## config.mk

```make
export PLATFORM = sky130hd
export DESIGN_NAME = i2c_addr_slave
export DESIGN_NICKNAME = d
export VERILOG_FILES = /design/src/rtl/i2cs_pkg.sv /design/src/rtl/i2cs_line_mon.sv /design/src/rtl/i2cs_shifter.sv /design/src/rtl/i2c_addr_slave.sv
export SDC_FILE = /design/constraint.sdc
export NUM_CORES = 1
export LEC_CHECK = 0
export BUFFER_PORTS_ARGS = -buffer_cell sky130_fd_sc_hd__buf_2
export CAP_MARGIN = 20
export CORE_MARGIN = 4
export CORE_UTILIZATION = 59
export DETAILED_ROUTE_END_ITERATION = 8
export GPL_ROUTABILITY_DRIVEN = 1
export HOLD_SLACK_MARGIN = 0.05
export PLACE_DENSITY = 0.95
export SLEW_MARGIN = 20
export SYNTH_ARGS = -nofsm -noshare
export SYNTH_HDL_FRONTEND = slang
export SYNTH_SLANG_ARGS = --single-unit
```

## constraint.sdc

```tcl
create_clock -name clk -period 6.2 [get_ports clk]
set_clock_uncertainty 0.15 [all_clocks]
set_input_delay 1.24 -clock clk [delete_from_list [all_inputs] [get_ports clk]]
set_output_delay 1.24 -clock clk [all_outputs]
set_load 0.01 [all_outputs]
```

## src/rtl/i2cs_pkg.sv

```systemverilog
package i2cs_pkg;

    typedef enum logic [3:0] {
        ST_IDLE,
        ST_ADDR,
        ST_ADEC,
        ST_ACK,
        ST_HOLD,
        ST_TX,
        ST_TXACK,
        ST_TXWAIT,
        ST_RX,
        ST_RDEC,
        ST_SKIP
    } i2cs_state_e;

    typedef struct packed {
        logic scl_rise;
        logic scl_fall;
        logic start;
        logic stop;
    } line_ev_t;

    // An acknowledge needs a match and room in the buffer.
    function automatic logic may_ack(input logic hit, input logic full, input logic over);
        return hit && !full && !over;
    endfunction

endpackage

```

## src/rtl/i2cs_line_mon.sv

```systemverilog
module i2cs_line_mon
    import i2cs_pkg::*;
(
    input  logic     clk,
    input  logic     rst,
    input  logic     scl_i,
    input  logic     sda_i,
    output line_ev_t ev
);
    logic scl_q, sda_q;

    always_ff @(posedge clk) begin
        if (rst) begin
            scl_q <= 1'b1;
            sda_q <= 1'b1;
        end else begin
            scl_q <= scl_i;
            sda_q <= sda_i;
        end
    end

    always_comb begin
        ev.scl_rise = scl_i && !scl_q;
        ev.scl_fall = !scl_i && scl_q;
        ev.start    = scl_i && scl_q && sda_q && !sda_i;
        ev.stop     = scl_i && scl_q && !sda_q && sda_i;
    end
endmodule

```

## src/rtl/i2cs_shifter.sv

```systemverilog
module i2cs_shifter #(
    parameter int W  = 8,
    parameter int CW = $clog2(W + 1)
) (
    input  logic          clk,
    input  logic          rst,
    input  logic          clr,
    input  logic          sh_in,
    input  logic          sh_out,
    input  logic          load,
    input  logic [W-1:0]  load_val,
    input  logic          bit_in,
    output logic [W-1:0]  sr,
    output logic [CW-1:0] cnt
);
    always_ff @(posedge clk) begin
        if (rst) begin
            sr  <= '0;
            cnt <= '0;
        end else if (load) begin
            sr  <= load_val;
            cnt <= '0;
        end else if (clr) begin
            cnt <= '0;
        end else if (sh_in) begin
            sr  <= {sr[W-2:0], bit_in};
            cnt <= cnt + 1'b1;
        end else if (sh_out) begin
            sr  <= {sr[W-2:0], 1'b0};
            cnt <= cnt + 1'b1;
        end
    end

    AST_CNT_RANGE: assert property (@(posedge clk) disable iff (rst) cnt <= CW'(W));
endmodule

```

## src/rtl/i2c_addr_slave.sv

```systemverilog
module i2c_addr_slave
    import i2cs_pkg::*;
#(
    parameter int DATA_W = 8
) (
    input  logic              clk,
    input  logic              rst,
    input  logic              enable,
    input  logic [DATA_W-2:0] own_addr,
    input  logic              scl_i,
    input  logic              sda_i,
    output logic              scl_oe,
    output logic              sda_oe,
    input  logic              tx_wr,
    input  logic [DATA_W-1:0] tx_data,
    input  logic              buf_rd,
    input  logic              rel_scl,
    input  logic              irq_clr,
    input  logic              ovf_clr,
    output logic [DATA_W-1:0] rx_buf,
    output logic              buf_full,
    output logic              ovf,
    output logic              rw_stat,
    output logic              da_stat,
    output logic              irq
);
    localparam int CNT_W = $clog2(DATA_W + 1);
    localparam logic [CNT_W-1:0] LAST_BIT = CNT_W'(DATA_W - 1);

    line_ev_t          ev;
    i2cs_state_e       st, st_n;
    logic [DATA_W-1:0] sr;
    logic [CNT_W-1:0]  cnt;
    logic sh_clr, sh_in, sh_out, sh_load;
    logic cap_addr, cap_data, ovf_set, tx_done;

    i2cs_line_mon u_mon (
        .clk   (clk),
        .rst   (rst),
        .scl_i (scl_i),
        .sda_i (sda_i),
        .ev    (ev)
    );

    i2cs_shifter #(.W(DATA_W), .CW(CNT_W)) u_shift (
        .clk      (clk),
        .rst      (rst),
        .clr      (sh_clr),
        .sh_in    (sh_in),
        .sh_out   (sh_out),
        .load     (sh_load),
        .load_val (rx_buf),
        .bit_in   (sda_i),
        .sr       (sr),
        .cnt      (cnt)
    );

    always_comb begin
        st_n     = st;
        sh_clr   = 1'b0;
        sh_in    = 1'b0;
        sh_out   = 1'b0;
        sh_load  = 1'b0;
        cap_addr = 1'b0;
        cap_data = 1'b0;
        ovf_set  = 1'b0;
        tx_done  = 1'b0;
        if (!enable || ev.stop) begin
            st_n = ST_IDLE;
        end else if (ev.start) begin
            st_n   = ST_ADDR;
            sh_clr = 1'b1;
        end else begin
            unique case (st)
                ST_ADDR: if (ev.scl_rise) begin
                    sh_in = 1'b1;
                    if (cnt == LAST_BIT) st_n = ST_ADEC;
                end
                ST_ADEC: if (ev.scl_fall) begin
                    if (may_ack(sr[DATA_W-1:1] == own_addr, buf_full, ovf)) begin
                        cap_addr = 1'b1;
                        st_n     = ST_ACK;
                    end else begin
                        st_n = ST_SKIP;
                    end
                end
                ST_ACK: if (ev.scl_fall) begin
                    if (rw_stat) begin
                        st_n = ST_HOLD;
                    end else begin
                        st_n   = ST_RX;
                        sh_clr = 1'b1;
                    end
                end
                ST_HOLD: if (rel_scl) begin
                    sh_load = 1'b1;
                    st_n    = ST_TX;
                end
                ST_TX: if (ev.scl_fall) begin
                    if (cnt == LAST_BIT) begin
                        tx_done = 1'b1;
                        st_n    = ST_TXACK;
                    end else begin
                        sh_out = 1'b1;
                    end
                end
                ST_TXACK: if (ev.scl_rise) st_n = sda_i ? ST_IDLE : ST_TXWAIT;
                ST_TXWAIT: if (ev.scl_fall) st_n = ST_HOLD;
                ST_RX: if (ev.scl_rise) begin
                    sh_in = 1'b1;
                    if (cnt == LAST_BIT) st_n = ST_RDEC;
                end
                ST_RDEC: if (ev.scl_fall) begin
                    if (buf_full || ovf) begin
                        ovf_set = 1'b1;
                        st_n    = ST_SKIP;
                    end else begin
                        cap_data = 1'b1;
                        st_n     = ST_ACK;
                    end
                end
                default: ;
            endcase
        end
    end

    always_ff @(posedge clk) begin
        if (rst) begin
            st       <= ST_IDLE;
            rx_buf   <= '0;
            buf_full <= 1'b0;
            ovf      <= 1'b0;
            rw_stat  <= 1'b0;
            da_stat  <= 1'b0;
            irq      <= 1'b0;
        end else begin
            st <= st_n;
            if (cap_addr) begin
                rx_buf   <= sr;
                buf_full <= 1'b1;
                da_stat  <= 1'b0;
                rw_stat  <= sr[0];
            end else if (cap_data) begin
                rx_buf   <= sr;
                buf_full <= 1'b1;
                da_stat  <= 1'b1;
            end else if (sh_load) begin
                buf_full <= 1'b0;
            end else if (tx_wr) begin
                rx_buf   <= tx_data;
                buf_full <= 1'b1;
            end else if (buf_rd) begin
                buf_full <= 1'b0;
            end
            if (tx_done) da_stat <= 1'b1;
            irq <= cap_addr || cap_data || tx_done || (irq && !irq_clr);
            ovf <= ovf_set || (ovf && !ovf_clr);
        end
    end

    assign scl_oe = (st == ST_HOLD);
    assign sda_oe = (st == ST_ACK) || ((st == ST_TX) && !sr[DATA_W-1]);

    AST_DISABLED_QUIET: assert property (@(posedge clk) disable iff (rst) !enable |=> (!sda_oe && !scl_oe));
    AST_ACK_BLOCKED: assert property (@(posedge clk) disable iff (rst) (enable && st == ST_ADEC && ev.scl_fall && !ev.start && !ev.stop && (buf_full || ovf)) |=> !sda_oe);
    AST_OVF_NEEDS_FULL: assert property (@(posedge clk) disable iff (rst) $rose(ovf) |-> ($past(buf_full) || $past(ovf)));
    AST_OVF_KEEPS_BUF: assert property (@(posedge clk) disable iff (rst) $rose(ovf) |-> $stable(rx_buf));
    AST_IRQ_STICKY: assert property (@(posedge clk) disable iff (rst) (irq && !irq_clr) |=> irq);
    AST_SCL_HELD: assert property (@(posedge clk) disable iff (rst) (enable && st == ST_HOLD && !rel_scl && !ev.start && !ev.stop) |=> scl_oe);
    AST_NACK_RELEASE: assert property (@(posedge clk) disable iff (rst) (enable && st == ST_TXACK && ev.scl_rise && sda_i && !ev.start && !ev.stop) |=> (!sda_oe && !scl_oe));
endmodule

```

==> metrics.cfg, run 1 <==
[sta]
hold_viol=0
min_period_ps=3439
maxSlewHeadroom=0.4712
final_max_slew_viol_count=0
setup_tns_ps=0
period_share=0.5546
setup_viol=0
fmax_mhz=290.8
rsz0062_at_grt=false
holdWs_ps=363.1
worst_slew_pin_slew_ps=792.2

[route]
wl_met1_um=2026
top_layer_used=met4
first_iter_violations=211
drt_wl_total_um=5055
wl_met2_um=2592
routed-via-count=1865
wl_per_cell_um=16.74
viasPerCell=6.175
firstDrtPassIters=4
antenna_left=0
drc=0
met3_length_um=284

[critical_path]
end_kind=output port
critical_path_peak_fanout=20
cp-start-kind=flop
critPathKind=reg2out
path_cells=nor2b_1, nand2b_1, a21oi_1, buf_2
cp_slowest_stage_delay_ps=850
crit_slowest_cell=dfxtp_1
cp.required_ps=4810
crit_arrival_ps=2050

[synth]
synth_edf_count=0
ys.flop_type=dfxtp_1
synth_area_leaders=dfxtp_1 32%, nor2_1 5.4%, mux2i_1 4.7%
synthesis.nets=251
ys_seq_area_frac=0.3204
netlist.area_leader.share=0.3204
yosys.area.top_type=dfxtp_1
syn_area_per_cell_um2=8.608
synth_most_common_cell=dfxtp_1
syn_inst=225
synthArstFlopShare=0
ys_types=52
ys_ff_latch=31
synthesis.area_um2=1937
synth_top_cells_by_count=31 x dfxtp_1, 28 x nor2_1, 17 x nand2_1
yosys_warnings=0

[pwr]
p_switching_mw=0.09935
p_comb_frac=0.106
p_sw_frac=0.2739
vdd_drop_max_mv=0.1211
sequentialPowerShare=0.573
internal_power_mw=0.2634
total_power_mw=0.3628
p_clk_frac=0.320
p_leak_nw=0.8935
powerDensity_nw_per_um2=167.9

[final_layout]
layout.cells.non_filler=302
nets=283
num-fill-cells=275
antenna_cells=0
area_delta_synth_final_pct=11.56
drive_gt1_frac=0.2481

[cts]
cts_tree=yes
root_buffer=clkbuf_4
insertion_delay_ps=340
clock-sinks=31
htree_levels=2
clock_path_buffers=2
clk_pin_slew_ps=100
postCtsHoldBufs=0
cts_inserted_buffers=5
cts-resized-gates=0
cts_setup_buffers=0

[floorplan]
coreArea_um2=3103
ios=40
die_area_um2=4263
die_h_um=65.30
fp-row-count=20
die_x_um=65.30
start_util=0.6242

[hold_path]
hold_path_class=reg2reg

[global_route]
grt.overflow.total=0
grt_pass1_wl_um=8597
grt_pass1_vias=1842
antenna_found_initial=0
grt_use_total=0.2596
grt_start_max_net_pins=28

[job]
max-cap-violations=0

[run_status]
status=completed

[place]
place_inst=294
portBuffers=39
hpwl_um=3670
finalWeightedCongestion=0.8774

-- routing by layer --
metal,global-route usage,vias to the layer above
li1,-,895
met1,0.3097,883
met2,0.4374,70
met3,0.05299,17
met4,0.1347,0
met5,0,-
-- through the flow --
step | instance area [um^2] | setup slack, ps | utilization
after CTS | 2161 | 2819 | 0.6964
after floorplan | 1937 | 3397 | -
after global placement | 2107 | 3165 | 0.6790
final | 2161 | 2761 | 0.6964
after global routing | 2161 | 2645 | 0.6964
after detailed placement | 2107 | 3112 | 0.6790
-- worst max-delay path, delay by kind of cell, from the launching register on --
kind	cells	cell delay, ps
buf+inv	1	170
simple gates	2	490
flops	1	850
compound gates	1	210
-- final timing paths --
kind                                      end  slack, ps  cells past startpoint              startpoint
setup / recovery                       sda_oe       2760                      4      st[2]$_SDFFE_PP0P_
setup reg to reg  u_shift.cnt[3]$_SDFFE_PP0P_       3540                      5      st[2]$_SDFFE_PP0P_
hold / removal         rx_buf[6]$_SDFFE_PP0P_        360                      2  rx_buf[6]$_SDFFE_PP0P_
hold reg to reg        rx_buf[6]$_SDFFE_PP0P_        360                      2  rx_buf[6]$_SDFFE_PP0P_
-- flip-flops by register name, indices dropped and copies added, names as in the netlist --
name / count
u_mon.scl_q: 1
buf_full: 1
u_shift.cnt: 4
st: 4
irq: 1
da_stat: 1
u_mon.sda_q: 1
u_shift.sr: 8
rx_buf: 8
ovf: 1
rw_stat: 1
-- power by group through the flow --
stage | logic (mW) | clock network [mW] | registers, mW
5_1_grt | 0.0425 | 0.126 | 0.209
3_3_place_gp | 0.0364 | 0 | 0.212
2_1_floorplan | 0.0211 | 0 | 0.212
6_report | 0.0386 | 0.116 | 0.208
4_1_cts | 0.0384 | 0.118 | 0.208
3_5_place_dp | 0.0382 | 0 | 0.212
-- placed cells by master, fill, tap and decap left out, drive strengths merged, types with 4 or more instances in the layout --
cell	netlist	final
o21ai	9	9
xnor2	9	9
nand2b	7	7
nor2b	4	4
mux2i	9	9
a211oi	11	11
nand3	14	14
a311oi	8	8
nand2	17	17
a21oi	9	9
buf	10	40
dfxtp	31	31
nor2	29	29
nor4b	4	4
nor4	4	4
clkbuf	5	6
a31oi	5	5
-- final cells by class --
class / count / area (um^2) / area share
Clock buffer: 6 / 41.29 / 0.01911
Clock inverter: 2 / 12.51 / 0.005790
Inverter: 2 / 7.507 / 0.003474
Multi-Input combinational cell: 177 / 1221 / 0.5651
Sequential cell: 31 / 620.6 / 0.2872
Tap cell: 44 / 55.05 / 0.02548
Timing Repair Buffer: 40 / 202.7 / 0.09380
-- kinds of logic after synthesis --
kind of cell               count (synthesis)  synth area share
buffers and inverters                     17           0.04909
AOI/OAI and AO/OA                         55            0.2313
muxes                                     10           0.05233
adders and majority gates                  1          0.006459
DFF                                       31            0.3204
and+or+nand+nor                           99            0.2862
xor gates and xnor gates                  12           0.05427
Power figures use the tool's default switching activity.
==> run 2: changes to the inputs <==
- ABC_AREA: unset -> 1
- CORE_UTILIZATION: 59 -> 50
- PLACE_DENSITY: 0.95 -> 0.87
- clock period: 6.2 -> 2.9 ns (I/O delays scaled with it)
==> metrics.cfg, run 2 <==
[sta]
period_share=0.7785
setup_viol=0
maxSlewHeadroom=0.7217
fmax_mhz=442.9
min_period_ps=2258
hold_viol=0
setup_tns_ps=0
rsz0062_at_grt=false
worst_slew_pin_slew_ps=414.2
final_max_slew_viol_count=0

[critical_path]
crit_arrival_ps=1530
cp.required_ps=2170
end_kind=output port
cp-start-kind=flop
critPathKind=reg2out
critical_path_peak_fanout=9

[place]
portBuffers=39
place_inst=439
hpwl_um=4248
finalWeightedCongestion=0.9146

[synth]
synthArstFlopShare=0
yosys_warnings=0
synth_top_cells_by_count=109 x nand2_1, 45 x inv_1, 43 x nor2_1
ys_seq_area_frac=0.2958
syn_inst=356
synth_area_leaders=dfxtp_1 30%, nand2_1 19%, nand3_1 8.8%
synthesis.area_um2=2098
synthesis.nets=382
syn_area_per_cell_um2=5.894
synth_edf_count=0
netlist.area_leader.share=0.2958
ys_types=29
synth_most_common_cell=nand2_1
ys.flop_type=dfxtp_1
yosys.area.top_type=dfxtp_1
ys_ff_latch=31

[floorplan]
fp-row-count=23
die_area_um2=5297
die_x_um=72.78
coreArea_um2=4029
ios=40
start_util=0.5208
die_h_um=72.78

[global_route]
grt_use_total=0.2176
grt.overflow.total=0
grt_start_max_net_pins=20
antenna_found_initial=0
grt_pass1_vias=2099
grt_pass1_wl_um=9211

[cts]
cts_tree=yes
insertion_delay_ps=290
clk_pin_slew_ps=60
htree_levels=2
cts_inserted_buffers=5
postCtsHoldBufs=0
root_buffer=clkbuf_8
cts-resized-gates=0
clock-sinks=31
clock_path_buffers=2
cts_setup_buffers=0

[route]
firstDrtPassIters=5
first_iter_violations=315
routed-via-count=2382
drc=0
wl_per_cell_um=12.63
viasPerCell=5.329
drt_wl_total_um=5646
antenna_left=0

[run_status]
status=completed

[pwr]
internal_power_mw=0.6388
p_leak_nw=1.232
vdd_drop_max_mv=0.2788
p_comb_frac=0.107
powerDensity_nw_per_um2=360.8
p_sw_frac=0.2622
p_switching_mw=0.2270
sequentialPowerShare=0.510
p_clk_frac=0.383

[job]
max-cap-violations=0

[final_layout]
drive_gt1_frac=0.1688
nets=422
layout_commonest_cell=nand2_1
area_delta_synth_final_pct=14.37
antenna_cells=0
final_cell_mix=109 x nand2_1, 45 x inv_1, 43 x nor2_1
reg_top3=rx_buf: 8 flops, u_shift.sr: 8 flops
layout.cells.non_filler=447

[hold_path]
hold_path_class=reg2reg

run 2: cell types whose count changed after synthesis, moves of 6 or more:
cell / before / now
nand2_1: 17 / 109
inv_1: 2 / 45
nor2_1: 28 / 43
nand3_1: 13 / 37
o21ai_0: 8 / 25
a311oi_1: 8 / 0
xnor2_1: 9 / 2
a21oi_1: 9 / 24
a211oi_1: 9 / 0
nand2b_1: 6 / 0
mux2i_1: 9 / 0
run 2: power groups by stage:
stage          combinational, mW  clock [mW]  sequential (mW)
2_1_floorplan             0.0512           0            0.453
4_1_cts                   0.0916       0.331            0.441
5_1_grt                    0.104       0.354            0.442
3_5_place_dp              0.0912           0            0.451
6_report                  0.0925       0.332            0.441
3_3_place_gp              0.0891           0            0.451
run 2: area by class of cell:
class / instances / area [um^2]
timing repair buffer: 40 / 202.7
tap: 50 / 62.56
multi-input combinational: 267 / 1239
fill: 402 / 1629
clock buffer: 7 / 76.32
clock inverter: 1 / 5.005
inverter: 51 / 193.9
sequential: 31 / 620.6
run 2: logic make-up after synthesis:
| logic type | Yosys count | share of synthesized area |
|---|---|---|
| AND/OR/NAND/NOR | 208 | 0.4299 |
| flip-flops | 31 | 0.2958 |
| AO/OA/AOI/OAI | 55 | 0.1419 |
| buffers and inverters | 58 | 0.1139 |
| adder cells (fa/ha/maj) | 1 | 0.005962 |
| XOR/XNOR | 3 | 0.01252 |
run 2: worst paths after layout:
path | start | endpoint | slack [ps] | cells past startpoint
min | u_shift.sr[2]$_SDFFE_PP0P_ | u_shift.sr[2]$_SDFFE_PP0P_ | 330 | 2
max | st[1]$_SDFFE_PP0P_ | sda_oe | 640 | 5
min reg2reg | u_shift.sr[2]$_SDFFE_PP0P_ | u_shift.sr[2]$_SDFFE_PP0P_ | 330 | 2
max reg2reg | u_mon.scl_q$_SDFF_PP1_ | u_shift.sr[7]$_SDFFE_PP0P_ | 820 | 9
run 2: critical path: stages, from the launching register on:
cell	delay (ps)
dfxtp_1	520
nand2_1	110
nor2_1	240
inv_1	120
o21ai_0	100
buf_2	160
run 2: layer usage:
metal	up-vias	wire length [um]	global-route usage
li1	1210	-	-
met5	-	0	0
met2	93	2592	0.3507
met4	0	57	0.05738
met1	1071	2529	0.2898
met3	8	466	0.05372
run 2: stage by stage:
step / setup slack (ps) / instance area (um^2) / power, mW / hold slack [ps] / utilization
2_1_floorplan: 1057 / 2098 / 0.5040 / 293.7 / -
3_3_place_gp: 602.6 / 2318 / 0.5398 / 315.5 / 0.5755
3_5_place_dp: 500.9 / 2318 / 0.5420 / 315.2 / 0.5755
4_1_cts: 680.5 / 2400 / 0.8640 / 325.4 / 0.5957
5_1_grt: 496.0 / 2400 / 0.9002 / 346.4 / 0.5957
6_report: 642.3 / 2400 / 0.8659 / 326.3 / 0.5957
==> run 3: changes to the inputs <==
- CORE_UTILIZATION: 50 -> 55
- PLACE_DENSITY: 0.87 -> 0.9
- clock period: 2.9 -> 2.35 ns (I/O delays scaled with it)
==> metrics.cfg, run 3 (same netlist as run 2, synthesis figures left out) <==
[run_status]
status=completed

[global_route]
antenna_found_initial=0
grt_use_total=0.2445
grt.overflow.total=0
grt_start_max_net_pins=20
grt_pass1_vias=2265
grt_pass1_wl_um=9804

[critical_path]
rr_endpoint=rx_buf[4]$_SDFFE_PP0P_
cp-start-kind=flop
critical_path_peak_fanout=9
end_kind=output port
crit_slowest_cell=dfxtp_1
cp.required_ps=1730
reg2reg_depth=10
crit_family=flip-flops
path_cells=nand2_1, nor2_1, inv_1, o21ai_0, buf_2
crit_arrival_ps=1480
critPathKind=reg2out
cp_slowest_stage_delay_ps=500
regToRegSetupSlack_ps=280
cp_num_buf_inv=2
rr_startpoint=st[1]$_SDFFE_PP0P_

[pwr]
total_power_mw=1.216
powerDensity_nw_per_um2=498.1
vdd_drop_max_mv=0.3505
p_leak_nw=1.255

[final_layout]
antenna_cells=0
final_cell_mix=109 x nand2_1, 45 x inv_1, 43 x nor2_1
layout_commonest_cell=nand2_1
fin_util=0.6668
nets=423
area_delta_synth_final_pct=16.34
drive_gt1_frac=0.1759
reg_top3=rx_buf: 8 flops, u_shift.sr: 8 flops

[cts]
htree_levels=2
postCtsHoldBufs=0
insertion_delay_ps=290
cts-resized-gates=0
cts_setup_buffers=0
clock_path_buffers=2
cts_tree=yes
clock-sinks=31
clk_pin_slew_ps=70
root_buffer=clkbuf_8
cts_inserted_buffers=5

[floorplan]
die_x_um=69.77
ios=40
die_h_um=69.77
coreArea_um2=3661
die_area_um2=4867
fp-row-count=22
start_util=0.5731

[hold_path]
worstHoldStart=scl_i
whs_path_depth=3
whs_endpoint=u_mon.scl_q$_SDFF_PP1_
hold_path_class=in2reg

[place]
pre_cts_slack_ps=185.2
portBuffers=39
hpwl_um=4270
finalWeightedCongestion=0.9258

[sta]
fmax_mhz=477.2
setup_viol=0
setup_tns_ps=0
hold_viol=0
final_max_slew_viol_count=0
fin_ws_ps=254.4
maxSlewHeadroom=0.6868
min_period_ps=2096
period_share=0.8917
worst_slew_pin_slew_ps=466.2
rsz0062_at_grt=false
holdWs_ps=263.1

[route]
drc=0
antenna_left=0
routed-via-count=2406
first_iter_violations=251
drt_wl_total_um=5771
viasPerCell=5.395
firstDrtPassIters=5
wl_per_cell_um=12.94

[job]
max-cap-violations=0

run 3: changes by cell type in the layout (fill, tap and decap cells not counted), sizes merged:
cell    before  now
buf         40   41
bufinv       0    1
clkbuf       7    6
run 3: per-layer routing:
layer | global-route usage | vias up | part of all wire
li1 | - | 1203 | -
met1 | 0.3031 | 1058 | 0.41
met2 | 0.3809 | 122 | 0.46
met3 | 0.07246 | 23 | 0.093
met4 | 0.1255 | 0 | 0.031
met5 | 0 | - | 0
run 3: power by group:
group,internal (mW),switching [mW]
sequential,0.536,0.00922
clock,0.343,0.214
combinational,0.0446,0.0693
total,0.924,0.292
run 3: worst min-delay path, cell delays in order:
cell and delay (ps):
buf_2 110, inv_1 50, nand2_1 50
run 3: stage by stage:
step	instances	area (um^2)
floorplan	356	2098
global placement	438	2323
detailed placement	438	2323
CTS	446	2441
global route	446	2441
finish	446	2441
run 3: area by class of cell:
type,count,area (um^2)
sequential,31,620.6
multi-input combinational,267,1239
inverter,51,193.9
clock buffer,6,82.58
clock inverter,2,35.03
tap,48,60.06
timing repair buffer,41,210.2
fill,327,1220
run 3: worst max path at each step:
stage / cells after the start / to / startpoint
global placement: 9 / rx_buf[4]$_SDFFE_PP0P_ / scl_i
detailed placement: 9 / rx_buf[2]$_SDFFE_PP0P_ / scl_i
finish: 5 / sda_oe / st[1]$_SDFFE_PP0P_
global route: 10 / rx_buf[7]$_SDFFE_PP0P_ / buf_full$_SDFFE_PP0P_
CTS: 5 / sda_oe / st[1]$_SDFFE_PP0P_
floorplan: 9 / u_shift.sr[7]$_SDFFE_PP0P_ / scl_i
